File: src/rtl/dma_pkg.sv
// Shared types for the packet DMA engine.
package dma_pkg;
    // Direction served by a memory slot.
    typedef enum logic {
        DIR_TX = 1'b0,
        DIR_RX = 1'b1
    } dma_dir_e;

    // Number of directions handled by the engine.
    localparam int NUM_DIRS = 2;
endpackage

File: src/rtl/dma_chan.sv
// Per-direction address and word counter.
// Loads start address and count on a strobe while idle, steps the address
// by one doubleword per acknowledged access, and flags completion.
// Assumes step only arrives while words remain.
module dma_chan #(
    parameter int ADDR_W = 16,
    parameter int CNT_W  = 8,
    parameter int STEP   = 4
) (
    input  logic              clk,
    input  logic              rst_n,
    input  logic              start,
    input  logic [ADDR_W-1:0] start_addr,
    input  logic [CNT_W-1:0]  start_cnt,
    input  logic              step,
    output logic [ADDR_W-1:0] addr,
    output logic              active,
    output logic              done
);
    logic [CNT_W-1:0] remain;

    // Counter load, step and completion flag.
    always_ff @(posedge clk) begin
        if (!rst_n) begin
            addr   <= '0;
            remain <= '0;
            done   <= 1'b0;
        end else if (start && remain == '0) begin
            addr   <= start_addr;
            remain <= start_cnt;
            done   <= (start_cnt == '0);
        end else if (step && remain != '0) begin
            addr   <= addr + ADDR_W'(STEP);
            remain <= remain - 1'b1;
            if (remain == CNT_W'(1)) begin
                done <= 1'b1;
            end
        end
    end

    // Words remain in the current job.
    assign active = (remain != '0);

    AST_DONE_IDLE: assert property (@(posedge clk) disable iff (!rst_n)
        done |-> !active);
    AST_START_BUSY: assert property (@(posedge clk) disable iff (!rst_n)
        (start && active && !step) |=> $stable(addr));
endmodule

File: src/rtl/dma_slot_pick.sv
// Chooses which direction takes a free memory slot.
// When both are ready it serves the direction not served last; after reset
// the receive side counts as served last so transmit wins the first tie.
module dma_slot_pick (
    input  logic clk,
    input  logic rst_n,
    input  logic slot_free,
    input  logic tx_want,
    input  logic rx_want,
    output logic grant_tx,
    output logic grant_rx
);
    logic last_rx;

    // Slot decision from readiness and last served direction.
    always_comb begin
        grant_tx = 1'b0;
        grant_rx = 1'b0;
        if (slot_free) begin
            if (tx_want && rx_want) begin
                grant_tx = last_rx;
                grant_rx = !last_rx;
            end else begin
                grant_tx = tx_want;
                grant_rx = rx_want;
            end
        end
    end

    // Remember the direction served by the latest grant.
    always_ff @(posedge clk) begin
        if (!rst_n) begin
            last_rx <= 1'b1;
        end else if (grant_tx) begin
            last_rx <= 1'b0;
        end else if (grant_rx) begin
            last_rx <= 1'b1;
        end
    end

    AST_ONE_GRANT: assert property (@(posedge clk) disable iff (!rst_n)
        $onehot0({grant_tx, grant_rx}));
    AST_ALTERNATE: assert property (@(posedge clk) disable iff (!rst_n)
        (grant_tx && rx_want) |=> !(slot_free && tx_want && rx_want && grant_tx));
endmodule

File: src/rtl/pkt_dma_engine.sv
// Full-duplex packet DMA engine top.
// Moves doublewords between the MAC FIFOs and packet memory through a
// request/acknowledge arbiter port, one outstanding access at a time.
// Assumes the FIFO levels count ENTRY_W-bit entries and that the receive
// FIFO presents its head word on rx_fifo_rdata.
module pkt_dma_engine
    import dma_pkg::*;
#(
    parameter int ADDR_W  = 16,
    parameter int CNT_W   = 8,
    parameter int LVL_W   = 5,
    parameter int DATA_W  = 32,
    parameter int ENTRY_W = 16
) (
    input  logic              clk,
    input  logic              rst_n,
    input  logic              tx_start,
    input  logic [ADDR_W-1:0] tx_start_addr,
    input  logic [CNT_W-1:0]  tx_start_cnt,
    output logic              tx_done,
    input  logic              rx_start,
    input  logic [ADDR_W-1:0] rx_start_addr,
    input  logic [CNT_W-1:0]  rx_start_cnt,
    output logic              rx_done,
    input  logic [LVL_W-1:0]  tx_fifo_free,
    output logic              tx_fifo_push,
    output logic [DATA_W-1:0] tx_fifo_wdata,
    input  logic [LVL_W-1:0]  rx_fifo_level,
    input  logic [DATA_W-1:0] rx_fifo_rdata,
    output logic              rx_fifo_pop,
    output logic              mem_req,
    output logic              mem_we,
    output logic [ADDR_W-1:0] mem_addr,
    output logic [DATA_W-1:0] mem_wdata,
    input  logic [DATA_W-1:0] mem_rdata,
    input  logic              mem_ack
);
    localparam int ENTRIES_PER_WORD = DATA_W / ENTRY_W;
    localparam int BYTES_PER_WORD   = DATA_W / 8;
    localparam logic [LVL_W-1:0] WORD_ENTRIES = LVL_W'(ENTRIES_PER_WORD);

    logic              req_q;
    dma_dir_e          dir_q;
    logic [ADDR_W-1:0] addr_q;
    logic [DATA_W-1:0] wdata_q;

    logic [NUM_DIRS-1:0] chan_start;
    logic [NUM_DIRS-1:0] chan_step;
    logic [NUM_DIRS-1:0] chan_active;
    logic [NUM_DIRS-1:0] chan_done;
    logic [ADDR_W-1:0]   chan_start_addr [NUM_DIRS];
    logic [CNT_W-1:0]    chan_start_cnt  [NUM_DIRS];
    logic [ADDR_W-1:0]   chan_addr       [NUM_DIRS];

    logic tx_want, rx_want, grant_tx, grant_rx, ack_seen;

    // Route per-direction start fields into indexed arrays.
    always_comb begin
        chan_start[DIR_TX]      = tx_start;
        chan_start[DIR_RX]      = rx_start;
        chan_start_addr[DIR_TX] = tx_start_addr;
        chan_start_addr[DIR_RX] = rx_start_addr;
        chan_start_cnt[DIR_TX]  = tx_start_cnt;
        chan_start_cnt[DIR_RX]  = rx_start_cnt;
    end

    // Acknowledge of the outstanding access steps its own counter.
    assign ack_seen          = req_q && mem_ack;
    assign chan_step[DIR_TX] = ack_seen && (dir_q == DIR_TX);
    assign chan_step[DIR_RX] = ack_seen && (dir_q == DIR_RX);

    for (genvar d = 0; d < NUM_DIRS; d++) begin : g_chan
        dma_chan #(
            .ADDR_W (ADDR_W),
            .CNT_W  (CNT_W),
            .STEP   (BYTES_PER_WORD)
        ) u_chan (
            .clk        (clk),
            .rst_n      (rst_n),
            .start      (chan_start[d]),
            .start_addr (chan_start_addr[d]),
            .start_cnt  (chan_start_cnt[d]),
            .step       (chan_step[d]),
            .addr       (chan_addr[d]),
            .active     (chan_active[d]),
            .done       (chan_done[d])
        );
    end

    // Readiness: words remain and the FIFO can take or give a doubleword.
    assign tx_want = chan_active[DIR_TX] && (tx_fifo_free  >= WORD_ENTRIES);
    assign rx_want = chan_active[DIR_RX] && (rx_fifo_level >= WORD_ENTRIES);

    dma_slot_pick u_pick (
        .clk       (clk),
        .rst_n     (rst_n),
        .slot_free (!req_q),
        .tx_want   (tx_want),
        .rx_want   (rx_want),
        .grant_tx  (grant_tx),
        .grant_rx  (grant_rx)
    );

    // Request register: issue on a grant, hold until acknowledge.
    always_ff @(posedge clk) begin
        if (!rst_n) begin
            req_q   <= 1'b0;
            dir_q   <= DIR_TX;
            addr_q  <= '0;
            wdata_q <= '0;
        end else if (ack_seen) begin
            req_q <= 1'b0;
        end else if (grant_tx) begin
            req_q  <= 1'b1;
            dir_q  <= DIR_TX;
            addr_q <= chan_addr[DIR_TX];
        end else if (grant_rx) begin
            req_q   <= 1'b1;
            dir_q   <= DIR_RX;
            addr_q  <= chan_addr[DIR_RX];
            wdata_q <= rx_fifo_rdata;
        end
    end

    assign mem_req       = req_q;
    assign mem_we        = (dir_q == DIR_RX);
    assign mem_addr      = addr_q;
    assign mem_wdata     = wdata_q;
    assign rx_fifo_pop   = grant_rx;
    assign tx_fifo_push  = chan_step[DIR_TX];
    assign tx_fifo_wdata = mem_rdata;
    assign tx_done       = chan_done[DIR_TX];
    assign rx_done       = chan_done[DIR_RX];

    AST_REQ_HOLD: assert property (@(posedge clk) disable iff (!rst_n)
        (mem_req && !mem_ack) |=> (mem_req && $stable(mem_addr) && $stable(mem_we) && $stable(mem_wdata)));
    AST_REQ_DROP: assert property (@(posedge clk) disable iff (!rst_n)
        (mem_req && mem_ack) |=> !mem_req);
    AST_TX_ROOM: assert property (@(posedge clk) disable iff (!rst_n)
        ($rose(mem_req) && !mem_we) |-> ($past(tx_fifo_free) >= WORD_ENTRIES));
    AST_RX_FILL: assert property (@(posedge clk) disable iff (!rst_n)
        rx_fifo_pop |-> (rx_fifo_level >= WORD_ENTRIES));
    AST_POP_CARRY: assert property (@(posedge clk) disable iff (!rst_n)
        rx_fifo_pop |=> (mem_req && mem_we && mem_wdata == $past(rx_fifo_rdata)));
    AST_PUSH_ONCE: assert property (@(posedge clk) disable iff (!rst_n)
        tx_fifo_push |=> !tx_fifo_push);
    AST_RESET_QUIET: assert property (@(posedge clk)
        !rst_n |=> (!mem_req && !tx_done && !rx_done));
endmodule

File: config.mk
export PLATFORM = sky130hd
export DESIGN_NAME = pkt_dma_engine
export DESIGN_NICKNAME = d
export VERILOG_FILES = /design/src/rtl/dma_pkg.sv /design/src/rtl/dma_chan.sv /design/src/rtl/dma_slot_pick.sv /design/src/rtl/pkt_dma_engine.sv
export SDC_FILE = /design/constraint.sdc
export NUM_CORES = 1
export LEC_CHECK = 0
export CORE_MARGIN = 8
export CORE_UTILIZATION = 43
export DETAILED_ROUTE_END_ITERATION = 8
export HOLD_SLACK_MARGIN = 0.06
export PLACE_DENSITY = 0.89
export SLEW_MARGIN = 0
export SYNTH_ARGS = -nofsm -noshare
export SYNTH_HDL_FRONTEND = slang
export SYNTH_SLANG_ARGS = --single-unit
File: constraint.sdc
create_clock -name clk -period 3.01 [get_ports clk]
set_clock_uncertainty 0.2 [all_clocks]
set_input_delay 0.602 -clock clk [delete_from_list [all_inputs] [get_ports clk]]
set_output_delay 0.602 -clock clk [all_outputs]
set_load 0.03 [all_outputs]
==> results of run 1 <==
-- sequential cells by signal, indices dropped and copies added, names as in the netlist --
signal	count
mem_req	1
g_chan.u_chan.addr	32
mem_addr	16
g_chan.u_chan.remain	16
mem_we	1
mem_wdata	32
g_chan.u_chan.done	2
u_pick.last_rx	1
-- cell type report --
cell class	count	area (um2)	share of cell area, %
inverters	15	61.3	0.928
well taps	143	179	2.71
clock buffers	11	243	3.67
clock inverters	5	50.0	0.757
flip-flops and latches	101	2020	30.6
multi-input cells	430	2410	36.5
repair buffers	169	1640	24.8
-- power breakdown --
group	leakage, nW	internal (mW)	switching, mW
registers	0.828	1.88	0.484
clock network	0.149	0.662	0.495
logic	1.36	1.61	2.47
-- worst paths after layout --
| path | cells past startpoint | from | end |
|---|---|---|---|
| max | 5 | tx_fifo_free[3] | rx_fifo_pop |
| min | 2 | mem_wdata[11] | mem_wdata[11] |
| max reg2reg | 6 | g_chan[0].u_chan.remain[3] | mem_addr[7] |
| min reg2reg | 2 | mem_wdata[11] | mem_wdata[11] |
-- synth_stat cells, types with 2 or more instances --
| cell | instances |
|---|---|
| nand2_1 | 132 |
| dfxtp_1 | 101 |
| a21oi_1 | 69 |
| buf_4 | 37 |
| o21ai_0 | 33 |
| nand3_1 | 26 |
| a31oi_1 | 22 |
| nor2_1 | 21 |
| clkbuf_1 | 16 |
| inv_1 | 13 |
| nor4_1 | 11 |
| nor3_1 | 10 |
| buf_2 | 9 |
| a211oi_1 | 8 |
| ha_1 | 8 |
| a311oi_1 | 7 |
| and3_1 | 7 |
| nand4_1 | 7 |
| a221oi_1 | 6 |
| xnor2_1 | 6 |
| xor2_1 | 6 |
| buf_6 | 5 |
| and4_1 | 4 |
| o21a_1 | 3 |
| o221ai_1 | 3 |
| or3_1 | 3 |
| a211o_1 | 2 |
| a21o_1 | 2 |
| a22oi_1 | 2 |
| a41oi_1 | 2 |
| clkbuf_2 | 2 |
| nor4_2 | 2 |
| o21bai_1 | 2 |
-- worst max-delay path, stage by stage --
cell and delay [ns]:
clkdlybuf4s50_1 0.45, or4_1 0.56, a31o_1 0.30, inv_6 0.07, buf_4 0.15
-- logic make-up (layout without fill, tap and decap cells) --
kind of cell | Yosys count | count (layout)
adder cells (fa/ha/maj) | 8 | 8
XOR/XNOR | 12 | 12
buffers and inverters | 84 | 200
multiplexers | 2 | 2
flip-flops | 101 | 101
AO/OA/AOI/OAI | 172 | 172
AND/OR/NAND/NOR | 236 | 236
-- through the flow --
stage                     setup slack, ns  instances
after floorplan                     0.448        615
after global placement             0.0139        858
after detailed placement           0.0334        858
after CTS                          0.0158        874
after global routing               0.0221        874
final                              0.0716        874
-- metal layers --
| metal | vias up | track usage (%) | part of all wire [%] |
|---|---|---|---|
| li1 | 2375 | - | - |
| met1 | 2241 | 23.4 | 43 |
| met2 | 156 | 30.1 | 50 |
| met3 | 24 | 3.65 | 5.9 |
| met4 | 0 | 6.40 | 1.8 |
| met5 | - | 0 | 0 |
==> Implementation_results.wiki, run 1 <==
{| class="wikitable"
! Metric !! Value
|-
| Outcome || completed
|-
| Multiplexer share of the synthesized area || 0.431%
|-
| Area added between synthesis and finish || 33.9%
|-
| Global-route total usage across every layer || 18.3%
|-
| Biggest area contributors in the synthesized netlist || dfxtp_1, nand2_1, a21oi_1
|-
| Post-Synth Adder-Cell Area || 2.03%
|-
| Flops & latches, synth || approximately 100
|-
| Pins Over Slew Limit || 0
|-
| Critical path data arrival time || 2.14 ns
|-
| Share of Yosys cell area claimed by the top area cell type || 41.0%
|-
| Post-synthesis cell type with the largest combined area || dfxtp_1
|-
| Via Count || 4796
|-
| Placement Rows || 39
|-
| Count of hold buffers inserted by post-cts repair || 0
|-
| Crit Path Max Fanout || 2
|-
| Net count of the finished layout || 861
|-
| Initial DRC count || 267
|-
| Min Clock Period, post-route || 2.94 ns
|-
| Number of I/O pins || 213
|-
| Clock tree buffer depth || 2
|-
| Sequential area share after synthesis || around 41%
|-
| Count of flip-flops with a built-in enable after synthesis || 0
|-
| Fin Setup TNS || 0 ns
|-
| Clock Tree Root || clkbuf_16
|-
| PnR Total Power || 7.61 mW
|-
| Register-to-Register Setup Slack || around 0.52 ns
|-
| Worst-margin pin slew || between 1 and 1.5 ns
|-
| Post-DP HPWL || 10800 um
|-
| Most frequent cells in the layout || clkdlybuf4s50_1, nand2_1, dfxtp_1
|-
| Cts bufs inserted || 9
|-
| Global route overflow || 0
|-
| Count of input and output buffers || 146
|-
| Count of filler cells inserted in the layout || roughly 1.0k
|-
| Net count after synthesis || 750
|-
| Startpoint-to-endpoint class of the critical path || input port to output pin
|-
| Unrepaired setup endpoints after global routing || no
|-
| Synthesized netlist cell count || ~620
|-
| Register clock-pin slew on the reported worst setup and hold paths || 0.06 ns
|-
| Max Clk Rate || 0.340 GHz
|-
| Hold Vio Cnt, Final || 0
|-
| Horizontal die dimension || 123 um
|-
| Dominant combinational cell family by area after synthesis || simple AND/OR/NAND/NOR gates
|-
| Compound-Gate Fraction of Synth Area || 21.6%
|-
| Number of distinct library cell variants in the gate-level netlist after synthesis || between 60 and 70
|-
| Final wirelength || 14500 um
|-
| Mean routed wirelength per cell || 16.6 um
|-
| Total power divided by cell area || 1150 nW/um2
|-
| Layout Cell Area excl Fill || 6610 um2
|-
| Leakage || about 2.3 nW
|-
| Mean number of vias per cell || 5.49
|-
| Post-synthesis cell area || 4940 um2
|-
| Dominant synthesized flop cell || dfxtp_1
|-
| Instance area at placement || 6310 um2
|-
| Die area || 15200 um2
|-
| Initial antenna violation count || 0
|-
| Xor/xnor share of the synthesized area || 2.13%
|-
| Number of max-capacitance violations reported || 0
|-
| Initial cell density of the core || 43.6%
|-
| Antenna Diode Count || 0
|-
| Synth async-reset ratio || 0%
|-
| Setup crit end kind || output pin
|-
| Hold WS || about 0.25 ns
|-
| Max-slew headroom at the worst pin || 28.0%
|-
| Number of instances resized during post-cts repair || 0
|-
| Post-route fraction of the period consumed by the critical path || 97.6%
|-
| Number of global-route vias before repair || roughly 4.5k
|-
| Final core utilization || between 50% and 60%
|-
| CTS tree || yes
|-
| Antenna-violating nets left || 0
|-
| Min-delay worst type || flop to flop
|-
| Fraction of layout instances using a drive strength above 1 || 7.80%
|-
| Final setup violation count || 0
|-
| Mean instance size in the synthesized netlist || 8.03 um2
|-
| Clk Latency, worst-skew pair || 0.34 ns
|-
| Global-route wire length before repair || 22500 um
|-
| Global placement routability congestion || 0.839
|-
| Die extent in y || 123 um
|-
| Req. time, crit path || 2.21 ns
|-
| Fraction of the mapped netlist area in simple logic gates || around 22%
|-
| Commonest non-fill, non-tap cell in the layout || clkdlybuf4s50_1
|-
| Area of the core || between 10000 and 15000 um2
|-
| Post-CTS repair timing setup buffer count || 0
|-
| Router iterations before antenna repair || 5
|-
| Number of H-tree levels || 3
|-
| Max IR drop VDD || between 0.5 and 0.6 mV
|-
| Critical Path Start Type || input port
|-
| Sinks on the clock net || 101
|-
| Pin count of the biggest net entering global routing || 47
|-
| Count of synthesis-stage warnings from yosys || 0
|-
| Post-detailed-route DRC marker count || 0
|}
Note: power is estimated with default switching activity, not from simulation.
==> inputs of run 2 (changes only) <==
--- a/config.mk
+++ b/config.mk
@@ -5,6 +5,7 @@
 export SDC_FILE = /design/constraint.sdc
 export NUM_CORES = 1
 export LEC_CHECK = 0
+export CORE_ASPECT_RATIO = 1.2
 export CORE_MARGIN = 8
 export CORE_UTILIZATION = 43
 export DETAILED_ROUTE_END_ITERATION = 8
==> run 2 against run 1 <==
Power grew 1.0%. Sequential power barely moved. Die area about the same. Highest routed layer unchanged. Via count shrank 0.42%. Count of clock-buffer cells in the layout did not move. Hold slack about the same. Routed wire length rose by 0.36%. Cell area increased by 0.42%. Flip-flop and latch count stayed put. Critical path depth unchanged.
==> Implementation_results.wiki, run 2 (synthesis gave the netlist of run 1 again) <==
{| class="wikitable"
! Metric !! Value
|-
| Fraction of layout instances using a drive strength above 1 || 7.67% (-0.13 points)
|-
| Crit Path Max Fanout || 2 (unchanged)
|-
| Clk Latency, worst-skew pair || 0.34 ns (about the same)
|-
| Antenna Diode Count || 0 (unchanged)
|-
| Startpoint-to-endpoint class of the critical path || input port to output pin
|-
| Multi-input combinational cell area || 2410 um2 (unchanged)
|-
| Global-route wire length before repair || 23400 um (+4.3%)
|-
| Post-route fraction of the period consumed by the critical path || 95.9% (-1.7 points)
|-
| Most frequent cells in the layout || clkdlybuf4s50_1, nand2_1, dfxtp_1
|-
| Post-detailed-route DRC marker count || 0 (unchanged)
|-
| Cts bufs inserted || 9 (unchanged)
|-
| Net count of the finished layout || 861 (unchanged)
|-
| Clock Tree Root || clkbuf_16
|-
| Register clock-pin slew on the reported worst setup and hold paths || 0.06 ns (about the same)
|-
| Pin count of the biggest net entering global routing || 39 (-17%)
|-
| Area taken by flip-flops and latches || 2020 um2 (unchanged)
|-
| Clock tree buffer depth || 2 (unchanged)
|-
| Initial antenna violation count || 0 (unchanged)
|-
| Post-DP HPWL || 10800 um (about the same)
|-
| Die area || 15200 um2 (about the same)
|-
| Number of H-tree levels || 3 (unchanged)
|-
| Min Clock Period, post-route || 2.89 ns (-0.0524 ns)
|-
| Fin Setup TNS || 0 ns (unchanged)
|-
| Setup crit end kind || output pin
|-
| Worst-margin pin slew || 1.07 ns (-0.0111 ns)
|-
| Count of input and output buffers || 146 (unchanged)
|-
| Hold Vio Cnt, Final || 0 (unchanged)
|-
| Pins Over Slew Limit || 0 (unchanged)
|-
| Outcome || completed
|-
| Req. time, crit path || 2.21 ns (about the same)
|-
| Final wirelength || 14600 um (+0.36%)
|-
| Min-delay worst type || flop to flop
|-
| Commonest non-fill, non-tap cell in the layout || clkdlybuf4s50_1
|-
| Max IR drop VDD || 0.622 mV (+5.4%)
|-
| Total power divided by cell area || 1160 nW/um2 (+0.62%)
|-
| Number of instances resized during post-cts repair || 0 (unchanged)
|-
| Via Count || 4776 (-0.42%)
|-
| Antenna-violating nets left || 0 (unchanged)
|-
| Worst hold stages || 2 (unchanged)
|-
| Mean number of vias per cell || 5.38 (-1.9%)
|-
| PnR Total Power || 7.68 mW (+1.0%)
|-
| Number of max-capacitance violations reported || 0 (unchanged)
|-
| Global-route total usage across every layer || 19.0% (+0.74 points)
|-
| Global placement routability congestion || 0.850 (+1.4%)
|-
| Initial cell density of the core || 43.3% (-0.33 points)
|-
| Path depth of the worst reg2reg path || 5 (-1)
|-
| Leakage || 2.34 nW (-0.11%)
|-
| CTS tree || yes
|-
| Area added between synthesis and finish || 34.4%
|-
| Critical path data arrival time || 2.08 ns (-0.06 ns)
|-
| Sinks on the clock net || 101 (unchanged)
|-
| Die extent in y || 133 um (+8.3%)
|-
| Max Clk Rate || 0.346 GHz (+1.8%)
|-
| Unrepaired setup endpoints after global routing || no
|-
| Area of the core || 11400 um2 (+0.75%)
|-
| Post-CTS repair timing setup buffer count || 0 (unchanged)
|-
| Final setup violation count || 0 (unchanged)
|-
| Router iterations before antenna repair || 5 (unchanged)
|-
| Global route overflow || 0 (unchanged)
|-
| Critical Path Start Type || input port
|-
| Max-slew headroom at the worst pin || 28.8% (+0.74 points)
|-
| Initial DRC count || 226 (-15%)
|-
| Mean routed wirelength per cell || 16.4 um (-1.1%)
|-
| Count of hold buffers inserted by post-cts repair || 0 (unchanged)
|-
| Count of filler cells inserted in the layout || 1050 (+1.4%)
|-
| Placement Rows || 43 (+10%)
|-
| Horizontal die dimension || 114 um (-7.6%)
|-
| Number of global-route vias before repair || 4687 (+4.3%)
|-
| Number of I/O pins || 213 (unchanged)
|}
==> run 2: changes by cell type in the layout (fill, tap and decap cells not counted), sizes merged <==
cell      change
clkinvlp      +1
bufinv        +1
clkinv        -3
==> run 2: final timing paths <==
path | startpoint | to | slack (ns)
setup / recovery | tx_fifo_free[1] | rx_fifo_pop | 0.12
hold / removal | mem_wdata[28] | mem_wdata[28] | 0.25
hold reg to reg | mem_wdata[28] | mem_wdata[28] | 0.25
setup reg to reg | g_chan[0].u_chan.remain[2] | g_chan[0].u_chan.remain[2] | 0.46
==> run 2: per-stage QoR <==
stage / cells / worst slack, ns / instance area, um2 / util [%] / hold WS, ns
2_1_floorplan: 615 / 0.448 / 4940 / - / 0.232
3_3_place_gp: 872 / 0.0210 / 6310 / 55.4 / 0.241
3_5_place_dp: 872 / 0.0160 / 6310 / 55.4 / 0.246
4_1_cts: 887 / 0.0143 / 6630 / 58.1 / 0.255
5_1_grt: 887 / 0.0662 / 6640 / 58.2 / 0.267
6_report: 887 / 0.124 / 6640 / 58.2 / 0.253
==> run 2: area by class of cell <==
class	count	area share, %
multi-input combinational	430	36.3
sequential	101	30.5
timing repair buffer	169	24.5
clock buffer	11	3.66
tap	157	2.96
clock inverter	4	1.09
inverter	15	0.924
==> run 2: where the power goes <==
part           total [mW]  internal [mW]  switching, mW
Sequential           2.36           1.88          0.472
Combinational        4.09           1.60           2.48
Clock                1.24          0.746          0.494
Total                7.68           4.23           3.45
==> run 2: routing by layer <==
layer,GRT usage (%),part of all wire [%],vias up
met1,22.1,42,2227
li1,-,-,2379
met4,7.04,2.1,0
met5,0,0,-
met2,33.1,51,148
met3,4.30,5.2,22
==> run 2: critical path, cell delays in order <==
cell and delay, ns:
clkdlybuf4s50_1 0.41, or4_1 0.56, a31o_1 0.30, inv_6 0.06
buf_4 0.15
